$ cat src/rtl/sspi_pkg.sv
// Package: shared register selects, bit positions and the control record
// for the serial peripheral core. Assumes an 8-bit register view.
package sspi_pkg;

    typedef enum logic [1:0] {
        SEL_CTRL = 2'd0,
        SEL_STAT = 2'd1,
        SEL_DATA = 2'd2,
        SEL_NONE = 2'd3
    } reg_sel_e;

    // control register bit positions
    localparam int CTL_IE   = 7;
    localparam int CTL_EN   = 6;
    localparam int CTL_MSTR = 4;

    // status register bit positions
    localparam int ST_DONE  = 7;
    localparam int ST_COLL  = 6;
    localparam int ST_FAULT = 4;

    typedef struct packed {
        logic ie;
        logic en;
        logic mstr;
    } ctrl_t;

endpackage

$ cat src/rtl/sspi_sync.sv
// Module: multi-stage synchronizer for asynchronous pin inputs.
// Assumes each bit is independent; reset value is a parameter so idle
// levels (select high, clock low) appear from the first cycle.
module sspi_sync #(
    parameter int           W       = 3,
    parameter int           STAGES  = 2,
    parameter logic [W-1:0] RST_VAL = '0
) (
    input  logic         clk,
    input  logic         rst_n,
    input  logic [W-1:0] d,
    output logic [W-1:0] q
);

    logic [W-1:0] stg [STAGES];

    // Purpose: shift the pin sample through the stage chain.
    always_ff @(posedge clk) begin
        if (!rst_n) begin
            for (int s = 0; s < STAGES; s++) stg[s] <= RST_VAL;
        end else begin
            stg[0] <= d;
            for (int s = 1; s < STAGES; s++) stg[s] <= stg[s-1];
        end
    end

    assign q = stg[STAGES-1];

endmodule

$ cat src/rtl/sspi_shift.sv
// Module: byte shift engine, mode 0, MSB first.
// Master role: generates the serial clock from a half-period divider.
// Slave role: follows synchronized edge strobes while selected.
// Assumes start/load are only given when the engine is idle.
module sspi_shift #(
    parameter int DW       = 8,
    parameter int DIV_HALF = 4
) (
    input  logic          clk,
    input  logic          rst_n,
    input  logic          en,
    input  logic          mstr,
    input  logic          start,
    input  logic          load,
    input  logic [DW-1:0] load_data,
    input  logic          m_sdi,
    input  logic          s_sel,
    input  logic          s_rise,
    input  logic          s_fall,
    input  logic          s_sdi,
    output logic          busy,
    output logic          done,
    output logic          sck,
    output logic [DW-1:0] shreg_o,
    output logic          sdo
);

    localparam int            CW       = (DIV_HALF > 1) ? $clog2(DIV_HALF) : 1;
    localparam int            BW       = (DW > 1) ? $clog2(DW) : 1;
    localparam logic [CW-1:0] DIV_LAST = CW'(DIV_HALF - 1);
    localparam logic [BW-1:0] BIT_LAST = BW'(DW - 1);

    logic [DW-1:0] sh;
    logic [CW-1:0] div;
    logic [BW-1:0] nbit;
    logic          samp;
    logic          sck_q;

    // Purpose: run the master divider or follow slave edges, shifting one bit per falling edge.
    always_ff @(posedge clk) begin
        if (!rst_n || !en) begin
            sh    <= '0;
            div   <= '0;
            nbit  <= '0;
            samp  <= 1'b0;
            sck_q <= 1'b0;
            busy  <= 1'b0;
            done  <= 1'b0;
        end else begin
            done <= 1'b0;
            if (mstr) begin
                if (start) begin
                    sh    <= load_data;
                    busy  <= 1'b1;
                    div   <= '0;
                    sck_q <= 1'b0;
                    nbit  <= '0;
                end else if (busy) begin
                    if (div == DIV_LAST) begin
                        div <= '0;
                        if (!sck_q) begin
                            sck_q <= 1'b1;
                            samp  <= m_sdi;
                        end else begin
                            sck_q <= 1'b0;
                            sh    <= {sh[DW-2:0], samp};
                            nbit  <= nbit + 1'b1;
                            if (nbit == BIT_LAST) begin
                                busy <= 1'b0;
                                done <= 1'b1;
                            end
                        end
                    end else begin
                        div <= div + 1'b1;
                    end
                end
            end else begin
                sck_q <= 1'b0;
                div   <= '0;
                if (!s_sel) begin
                    nbit <= '0;
                    busy <= 1'b0;
                    if (load) sh <= load_data;
                end else begin
                    if (load && !busy) sh <= load_data;
                    if (s_rise) begin
                        samp <= s_sdi;
                        busy <= 1'b1;
                    end
                    if (s_fall && busy) begin
                        sh   <= {sh[DW-2:0], samp};
                        nbit <= nbit + 1'b1;
                        if (nbit == BIT_LAST) begin
                            busy <= 1'b0;
                            done <= 1'b1;
                        end
                    end
                end
            end
        end
    end

    assign sck     = sck_q;
    assign sdo     = sh[DW-1];
    assign shreg_o = sh;


    idle_clock_low_chk: assert property (@(posedge clk) disable iff (!rst_n)
        !busy |-> !sck_q);


    done_single_pulse_chk: assert property (@(posedge clk) disable iff (!rst_n)
        done |=> !done);

endmodule

$ cat src/rtl/sspi_flags.sv
// Module: status flags with two-step clearing.
// Each flag arms on a status read that sees it set; the armed flag clears
// on its second access (data access, or control write for the fault).
// A new setting event in the same cycle as a clear wins.
module sspi_flags (
    input  logic clk,
    input  logic rst_n,
    input  logic stat_rd,
    input  logic data_acc,
    input  logic ctrl_wr,
    input  logic xfer_done,
    input  logic collide,
    input  logic fault,
    output logic done_f,
    output logic done_arm,
    output logic coll_f,
    output logic fault_f
);

    logic coll_arm;
    logic fault_arm;
    logic done_clr;
    logic coll_clr;
    logic fault_clr;

    assign done_clr  = done_arm  & data_acc;
    assign coll_clr  = coll_arm  & data_acc;
    assign fault_clr = fault_arm & ctrl_wr;

    // Purpose: byte-done flag and its arming bit.
    always_ff @(posedge clk) begin
        if (!rst_n) begin
            done_f   <= 1'b0;
            done_arm <= 1'b0;
        end else begin
            if (xfer_done)     done_f <= 1'b1;
            else if (done_clr) done_f <= 1'b0;
            if (done_clr)                done_arm <= 1'b0;
            else if (stat_rd && done_f)  done_arm <= 1'b1;
        end
    end

    // Purpose: write-collision flag and its arming bit.
    always_ff @(posedge clk) begin
        if (!rst_n) begin
            coll_f   <= 1'b0;
            coll_arm <= 1'b0;
        end else begin
            if (collide)       coll_f <= 1'b1;
            else if (coll_clr) coll_f <= 1'b0;
            if (coll_clr)                coll_arm <= 1'b0;
            else if (stat_rd && coll_f)  coll_arm <= 1'b1;
        end
    end

    // Purpose: mode-fault flag and its arming bit.
    always_ff @(posedge clk) begin
        if (!rst_n) begin
            fault_f   <= 1'b0;
            fault_arm <= 1'b0;
        end else begin
            if (fault)          fault_f <= 1'b1;
            else if (fault_clr) fault_f <= 1'b0;
            if (fault_clr)               fault_arm <= 1'b0;
            else if (stat_rd && fault_f) fault_arm <= 1'b1;
        end
    end


    done_hold_chk: assert property (@(posedge clk) disable iff (!rst_n)
        done_f && !data_acc |=> done_f);


    fault_hold_chk: assert property (@(posedge clk) disable iff (!rst_n)
        fault_f && !ctrl_wr |=> fault_f);


    done_sets_chk: assert property (@(posedge clk) disable iff (!rst_n)
        xfer_done |=> done_f);

endmodule

$ cat src/rtl/sspi_core.sv
// Module: serial peripheral core top. Decodes the three-register bus view,
// holds control bits and the receive buffer, gates data writes by the flag
// handshake, and detects master-mode select faults.
// Assumes one-cycle bus strobes and an 8-bit register layout.
module sspi_core
    import sspi_pkg::*;
#(
    parameter int DW          = 8,
    parameter int DIV_HALF    = 4,
    parameter int SYNC_STAGES = 2
) (
    input  logic          clk,
    input  logic          rst_n,
    input  logic [1:0]    bus_addr,
    input  logic          bus_wr,
    input  logic          bus_rd,
    input  logic [DW-1:0] bus_wdata,
    output logic [DW-1:0] bus_rdata,
    output logic          irq,
    output logic          sclk_o,
    input  logic          sclk_i,
    input  logic          ss_n_i,
    input  logic          sdi,
    output logic          sdo
);

    localparam int PW = 3;

    reg_sel_e      sel;
    logic          stat_rd, data_rd, data_wr, ctrl_wr, data_acc;
    ctrl_t         ctl;
    logic [DW-1:0] rx;
    logic [PW-1:0] pin_s;
    logic          sclk_s, ss_n_s, sdi_s, sclk_prev;
    logic          s_rise, s_fall;
    logic          fault, wr_ok, collide, start, load;
    logic          busy, done;
    logic [DW-1:0] shreg;
    logic          done_f, done_arm, coll_f, fault_f;

    assign sel      = reg_sel_e'(bus_addr);
    assign stat_rd  = bus_rd & (sel == SEL_STAT);
    assign data_rd  = bus_rd & (sel == SEL_DATA);
    assign data_wr  = bus_wr & (sel == SEL_DATA);
    assign ctrl_wr  = bus_wr & (sel == SEL_CTRL);
    assign data_acc = data_rd | data_wr;

    sspi_sync #(.W(PW), .STAGES(SYNC_STAGES), .RST_VAL(3'b010)) u_sync (
        .clk   (clk),
        .rst_n (rst_n),
        .d     ({sclk_i, ss_n_i, sdi}),
        .q     (pin_s)
    );
    assign {sclk_s, ss_n_s, sdi_s} = pin_s;

    // Purpose: remember last synchronized serial clock for edge detection.
    always_ff @(posedge clk) begin
        if (!rst_n) sclk_prev <= 1'b0;
        else        sclk_prev <= sclk_s;
    end
    assign s_rise = sclk_s & ~sclk_prev;
    assign s_fall = ~sclk_s & sclk_prev;

    assign fault   = ctl.en & ctl.mstr & ~ss_n_s;
    assign wr_ok   = data_wr & (~done_f | done_arm);
    assign collide = wr_ok & busy;
    assign start   = wr_ok & ~busy & ctl.en & ctl.mstr & ~fault;
    assign load    = wr_ok & ~busy & ctl.en & ~ctl.mstr;

    // Purpose: control register; a fault drops enable and master role.
    always_ff @(posedge clk) begin
        if (!rst_n) begin
            ctl <= '0;
        end else begin
            if (ctrl_wr) ctl.ie <= bus_wdata[CTL_IE];
            if (fault) begin
                ctl.en   <= 1'b0;
                ctl.mstr <= 1'b0;
            end else if (ctrl_wr) begin
                ctl.en   <= bus_wdata[CTL_EN];
                ctl.mstr <= bus_wdata[CTL_MSTR];
            end
        end
    end

    // Purpose: receive buffer; keeps the older byte on overrun.
    always_ff @(posedge clk) begin
        if (!rst_n) rx <= '0;
        else if (done && (!done_f || (done_arm && data_acc))) rx <= shreg;
    end

    sspi_shift #(.DW(DW), .DIV_HALF(DIV_HALF)) u_shift (
        .clk       (clk),
        .rst_n     (rst_n),
        .en        (ctl.en),
        .mstr      (ctl.mstr),
        .start     (start),
        .load      (load),
        .load_data (bus_wdata),
        .m_sdi     (sdi),
        .s_sel     (~ss_n_s),
        .s_rise    (s_rise),
        .s_fall    (s_fall),
        .s_sdi     (sdi_s),
        .busy      (busy),
        .done      (done),
        .sck       (sclk_o),
        .shreg_o   (shreg),
        .sdo       (sdo)
    );

    sspi_flags u_flags (
        .clk       (clk),
        .rst_n     (rst_n),
        .stat_rd   (stat_rd),
        .data_acc  (data_acc),
        .ctrl_wr   (ctrl_wr),
        .xfer_done (done),
        .collide   (collide),
        .fault     (fault),
        .done_f    (done_f),
        .done_arm  (done_arm),
        .coll_f    (coll_f),
        .fault_f   (fault_f)
    );

    assign irq = done_f & ctl.ie;

    // Purpose: register read multiplexer.
    always_comb begin
        bus_rdata = '0;
        case (sel)
            SEL_CTRL: begin
                bus_rdata[CTL_IE]   = ctl.ie;
                bus_rdata[CTL_EN]   = ctl.en;
                bus_rdata[CTL_MSTR] = ctl.mstr;
            end
            SEL_STAT: begin
                bus_rdata[ST_DONE]  = done_f;
                bus_rdata[ST_COLL]  = coll_f;
                bus_rdata[ST_FAULT] = fault_f;
            end
            SEL_DATA: bus_rdata = rx;
            default:  bus_rdata = '0;
        endcase
    end


    irq_on_done_chk: assert property (@(posedge clk) disable iff (!rst_n)
        done && ctl.ie |=> irq);


    fault_effect_chk: assert property (@(posedge clk) disable iff (!rst_n)
        fault |=> fault_f && !ctl.en && !ctl.mstr);


    collide_flag_chk: assert property (@(posedge clk) disable iff (!rst_n)
        collide |=> coll_f);


    blocked_write_chk: assert property (@(posedge clk) disable iff (!rst_n)
        data_wr && done_f && !done_arm && !busy && ctl.mstr |=> !busy);


    overrun_keep_chk: assert property (@(posedge clk) disable iff (!rst_n)
        done && done_f && !data_acc |=> $stable(rx));

endmodule

$ cat config.mk
export PLATFORM = sky130hd
export DESIGN_NAME = sspi_core
export DESIGN_NICKNAME = d
export VERILOG_FILES = /design/src/rtl/sspi_pkg.sv /design/src/rtl/sspi_sync.sv /design/src/rtl/sspi_shift.sv /design/src/rtl/sspi_flags.sv /design/src/rtl/sspi_core.sv
export SDC_FILE = /design/constraint.sdc
export NUM_CORES = 1
export LEC_CHECK = 0
export ABC_CLOCK_PERIOD_IN_PS = 3040
export BUFFER_PORTS_ARGS = -buffer_cell sky130_fd_sc_hd__buf_2
export CORE_AREA = 2 2 79 81
export CTS_CLUSTER_DIAMETER = 40
export DETAILED_ROUTE_END_ITERATION = 6
export DIE_AREA = 0 0 81 83
export GPL_TIMING_DRIVEN = 0
export PLACE_DENSITY_LB_ADDON = 0.08
export SYNTH_ARGS = -nofsm -noshare
export SYNTH_HDL_FRONTEND = slang
export SYNTH_SLANG_ARGS = --single-unit
$ cat constraint.sdc
create_clock -name clk -period 3.04 [get_ports clk]
set_input_delay 0.152 -clock clk [delete_from_list [all_inputs] [get_ports clk]]
set_output_delay 0.152 -clock clk [all_outputs]
set_load 0.01 [all_outputs]
* After elaboration in Yosys (flattened, before gate mapping)
Memory sizes are Yosys's and may differ from the RTL's. Cells that the tools add are included.
Storage, ports and cells: register bits 35, memory bits (writable) 6, bits of input ports 17, output and inout port bits 11, word-level logic and storage cells 151, memories kept 1
Operators by class: $add $sub $neg 2, equality and inequality tests 13, muxes and demuxes 57, bitwise gates (word level) 31, reductions and logical operators 29
Memories:
- u_sync.stg | words 2, bits a word 3, rd ports 2, clocked after Yosys merged registers in 0, write ports 2, RTL line sspi_sync.sv:15 | logic [W-1:0] stg [STAGES];
Operator list (count):
- $mux 8 | 9
- $mux 1 | 35
- $mux 3 | 9
- $and 1x1->1 | 19
- $ne 3x1->1 const B | 3
- $not 1->1 | 8
- $reduce_bool 2->1 | 4
- $reduce_or 2->1 | 4
- $logic_and 1x1->1 | 7
- $ne 2x2->1 const B | 3
- $pmux 2 s3 | 1
- $reduce_and 6->1 | 1
- $reduce_and 5->1 | 1
- $eq 2x2->1 const B | 2
- $logic_not 1->1 | 4
- $mux 4 | 1
- $ne 2x1->1 const B | 2
- $or 1x1->1 | 4
- $reduce_and 4->1 | 1
- $reduce_bool 4->1 | 1
- $add 3x1->3 const B | 1
- $eq 3x3->1 const B | 1
- $ne 3x2->1 const B | 1
- $pmux 1 s3 | 1
- 8 further kinds | 9

* Depth between registers and ports, before layout
depth after elaboration 11, depth in mapped cells 7

* By module
Synthesis repeated with hierarchy kept, for this count alone.
Unflattened totals: cell total of the unflattened synthesis 215, area, all modules 2049.5 um2
Modules (own cells, without submodules):
- sspi_shift | times used 1, cells each 93, area an instance 945.9 um2, sequential area each 340.3 um2
- sspi_core | times used 1, cells each 82, area an instance 675.6 um2, sequential area each 240.2 um2
- sspi_flags | times used 1, cells each 25, area an instance 247.7 um2, sequential area each 120.1 um2
- sspi_sync | times used 1, cells each 15, area an instance 180.2 um2, sequential area each 120.1 um2

* Least setup slack after synthesis
OpenSTA, ideal clock, no wires.
path type register to register, from register u_shift.busy, to register u_shift.sh[7] (netlist: u_shift.shreg_o[7]), library setup time 0.088 ns, data arrival time 1.462 ns, data required time 2.952 ns, slack 1.489 ns, cell stages (with the launch flop) 8, path buffers 3, cells stage by stage dfxtp_1 buf_4 and4bb_1 and4_4 buf_6 or2_1 buf_6 a311oi_2
On the way: longest elaborated chain between the ends 7
RTL lines:
- from (decl) | RTL line sspi_shift.sv:21 | output logic busy,
- from (signal assigned) | RTL line sspi_shift.sv:47 | busy <= 1'b0;
- from (signal assigned) | RTL line sspi_shift.sv:54 | busy <= 1'b1;
- from (signal assigned) | RTL line sspi_shift.sv:69 | busy <= 1'b0;
- $not 1->1 | RTL line sspi_core.sv:67, sspi_core.sv:68
- $and 1x1->1 (2 in series) | RTL line sspi_core.sv:67, sspi_core.sv:68
- $and 1x1->1 (on tied branches) | RTL line sspi_core.sv:67, sspi_core.sv:68
- $and 1x1->1 / $logic_and 1x1->1 (equally long branches) | RTL line sspi_core.sv:67, sspi_shift.sv:85
- $ne 3x1->1 (no source line), or another cell as far along
- $reduce_and 5->1 (no source line) / $mux 8 (equally long branches)
- to (signal assigned) | RTL line sspi_shift.sv:83 | if (load) sh <= load_data;
- to (signal assigned) | RTL line sspi_shift.sv:85 | if (load && !busy) sh <= load_data;
- to (signal assigned) | RTL line sspi_shift.sv:91 | sh <= {sh[DW-2:0], samp};
- to (decl) | RTL line sspi_shift.sv:33 | logic [DW-1:0] sh;
Several ways; a longest one is shown, not always the timed one. A chain may end at the register's enable or synchronous reset.

* Worst setup path in the final report
from register u_shift.busy, to register u_shift.sh[5] (netlist: u_shift.shreg_o[5])
Same word-level chain as after synthesis.

==> impl_metrics.ini <==
[clock_tree]
post_cts_hold_buffer_count = 0
clk_latency_ns = 0.29
cts_buffers = 5
root_buffer = clkbuf_8
cts_resized = 0
tritoncts = built
cts_max_path_buffers = 2
number_of_levels_the_h_tree_was_split_into = 2
clock-sinks = 41
cts.repair_timing.setup_buffer_count = 0
clkTransAtPathRegs_ns = 0.08

[yosys]
dominant_combinational_cell_family_by_area_after_synthesis = simple AND/OR/NAND/NOR gates
netlist_top_cells_area = dfxtp_1 (41%), o21ai_0 (5.3%), a21oi_1 (4.8%)
post_synthesis_register_bit_count = 41
yosys.cell_count.top_type = dfxtp_1
compound_gate_portion_of_the_synthesized_area_pct = 19.9
synth-async-reset-ratio_pct = 0
syn_inst = 226
synthDistinctLibCells = 45
cell_area_after_technology_mapping_mm2 = 0.00198
yosys.area_share.simple_pct = 25.9
postSynthNetCount = 246
synth_warnings = 0
mux_contribution_to_synthesized_area_pct = 5.11
post_synth.cell_area_avg_um2 = 8.78
postSynth.topFlopCell = dfxtp_1
most_common_library_cells_after_synthesis = dfxtp_1 (41), o21ai_0 (21), a21oi_1 (19), nand3_1 (17), nand2_1 (16)
post_synth_fa_ha_maj_area_fraction_pct = 1.89
synth_edf_count = 0
synth.largest_area_cell = dfxtp_1
synth-xor-area-share_pct = 0.441
synth-seq-area-share_pct = 41.4
synth_top_cell_area_share_pct = 41.4

[setup_path]
end_kind = register
critPathArrivalTime_ns = 1.98
crit_path_start_kind = register
timing_worst_setup_path_type = reg -> reg
critPathMaxFanout = 10
crit_required_ns = 3.24

[global_routing]
grt.total_usage_pct = 14.9
antenna_found_initial = 0
grt_start_max_net_pins = 13
grt_remaining_overflow = 0
wire_length_of_the_first_global_routing_pass_um = 7910
first_global_vias = 1621

[pwr]
post-layout-total-power_mw = 0.972
power_leakage_nw = 0.841
p_per_area_mw_per_mm2 = 423
vdd.ir_drop.worst_mv = 0.220

[sta]
worst_slew_margin_rel_pct = 56.2
period_needed_ns = 1.78
timing.final.crit_share_pct = 58.7
setup_repair_after_global_routing_missed_its_margin = false
timing_hold_violations_final = 0
report.final.slew_viol_count = 0
setup_tns_ns = 0
worst_pin_slew_ns = 0.654
highest_clock_rate_mhz = 561
setup_viol_count_final = 0
timing.clock.skew_ns = 0.00619

[detailed_routing]
drc_errors_left = 0
sum_of_met3_wire_segment_lengths_after_detailed_routing_um = 223
drt_first_iter_violations = 93
wl_per_cell_um = 14.2
totalWireLength_um = 4730
routed-via-count = 1731
vias_per_cell = 5.18
first_pass_iters = 4
antenna_left = 0
met2_wirelength_from_detailed_routing_um = 2220
drt-met1-wl_um = 2240
route.top_layer_used = met4

[job]
max_cap_violations = 0

[final_layout]
fraction_of_layout_instances_using_a_drive_strength_above_1_pct = 19.3
area_delta_synth_final_pct = 15.8
antenna-diode-count = 0
postLayoutCellArea_mm2 = 0.00230
nets = 279
final_core_utilization_pct = 39.5

[place]
place_area_mm2 = 0.00221
dp_hpwl_um = 3470
globalplace.congestion = 0.732
portBuffers = 26

[die]
initial_utilization_pct = 34.1
core_mm2 = 0.00582
die_w_um = 81
placement_rows = 28
fp.dieArea_mm2 = 0.00672
pin_count = 28
die_h_um = 83

[status]
status = finished, final reports clean

[min_path]
hold_class = in -> reg
-- flip-flops by register name, summed over array words and instances, names as in the netlist, 2 cells and up --
name / flops
u_shift.shreg_o: 8
u_sync.stg: 6
ctl: 3
u_shift.div: 2
u_shift.nbit: 3
rx: 8
-- per-stage QoR --
step,hold WS (ns),setup WS [ns],std cells
2_1_floorplan,0.253,1.49,226
3_3_place_gp,0.333,1.27,327
3_5_place_dp,0.341,1.26,327
4_1_cts,0.0355,1.22,334
5_1_grt,0.0443,1.03,334
6_report,0.0395,1.26,334
-- cells by family (layout without fill, tap and decap cells) --
kind of cell             count (synthesis)  in the layout
AND/OR/NAND/NOR                         90             90
AO/OA/AOI/OAI                           60             60
flip-flops                              41             41
buffers and inverters                   21             54
multiplexers                            10             10
adder cells (fa/ha/maj)                  3              3
XOR/XNOR                                 1              1
-- cell type report --
cell class                 instances  area, µm²
buffer                            13       76.3
fill                             647       3520
clock buffer                       6       82.6
clock inverter                     1       7.51
timing repair buffer              26        130
inverter                           8       30.0
tap                               75       93.8
multi-input combinational        164       1060
sequential                        41        821
-- placed cells by master (no fill, tap or decap), drive strengths merged, types with 3 or more instances in the layout --
master,n
and2,13
inv,8
nand3,17
nand2b,5
mux2i,9
dfxtp,41
ha,3
nor2,12
o21ai,21
a311oi,8
clkbuf,12
buf,33
a21oi,19
nor3,10
nand2,16
-- worst max-delay path, cell delays in order (launching register included) --
cell       delay, ns
dfxtp_1         0.30
buf_4           0.16
nand4bb_4       0.21
o31ai_2         0.56
nand3_1         0.17
a311oi_1        0.28
-- path summary, 6_finish.rpt --
path	start	endpoint	slack [ns]	cells after the start
max	u_shift.busy$_SDFF_PP0_	u_shift.shreg_o[5]$_SDFFE_PP0P_	1.26	5
min	ss_n_i	u_sync.stg[0][1]$_SDFF_PN1_	0.04	2
max reg2reg	u_shift.busy$_SDFF_PP0_	u_shift.shreg_o[5]$_SDFFE_PP0P_	1.26	5
min reg2reg	u_sync.stg[0][1]$_SDFF_PN1_	u_sync.stg[0][4]$_SDFF_PN1_	0.41	1
-- routing by layer --
metal | vias up | global-route usage [%]
met1 | 810 | 20.5
li1 | 881 | -
met3 | 4 | 3.37
met5 | - | 0
met4 | 0 | 3.24
met2 | 36 | 23.7
-- report_power, final --
part	total (mW)	leakage (nW)	internal (mW)	switching [mW]
combinational	0.0585	0.466	0.0242	0.0343
clock	0.368	0.0433	0.180	0.188
sequential	0.546	0.332	0.542	0.00404
total	0.972	0.841	0.746	0.226
Power figures use the tool's default switching activity.
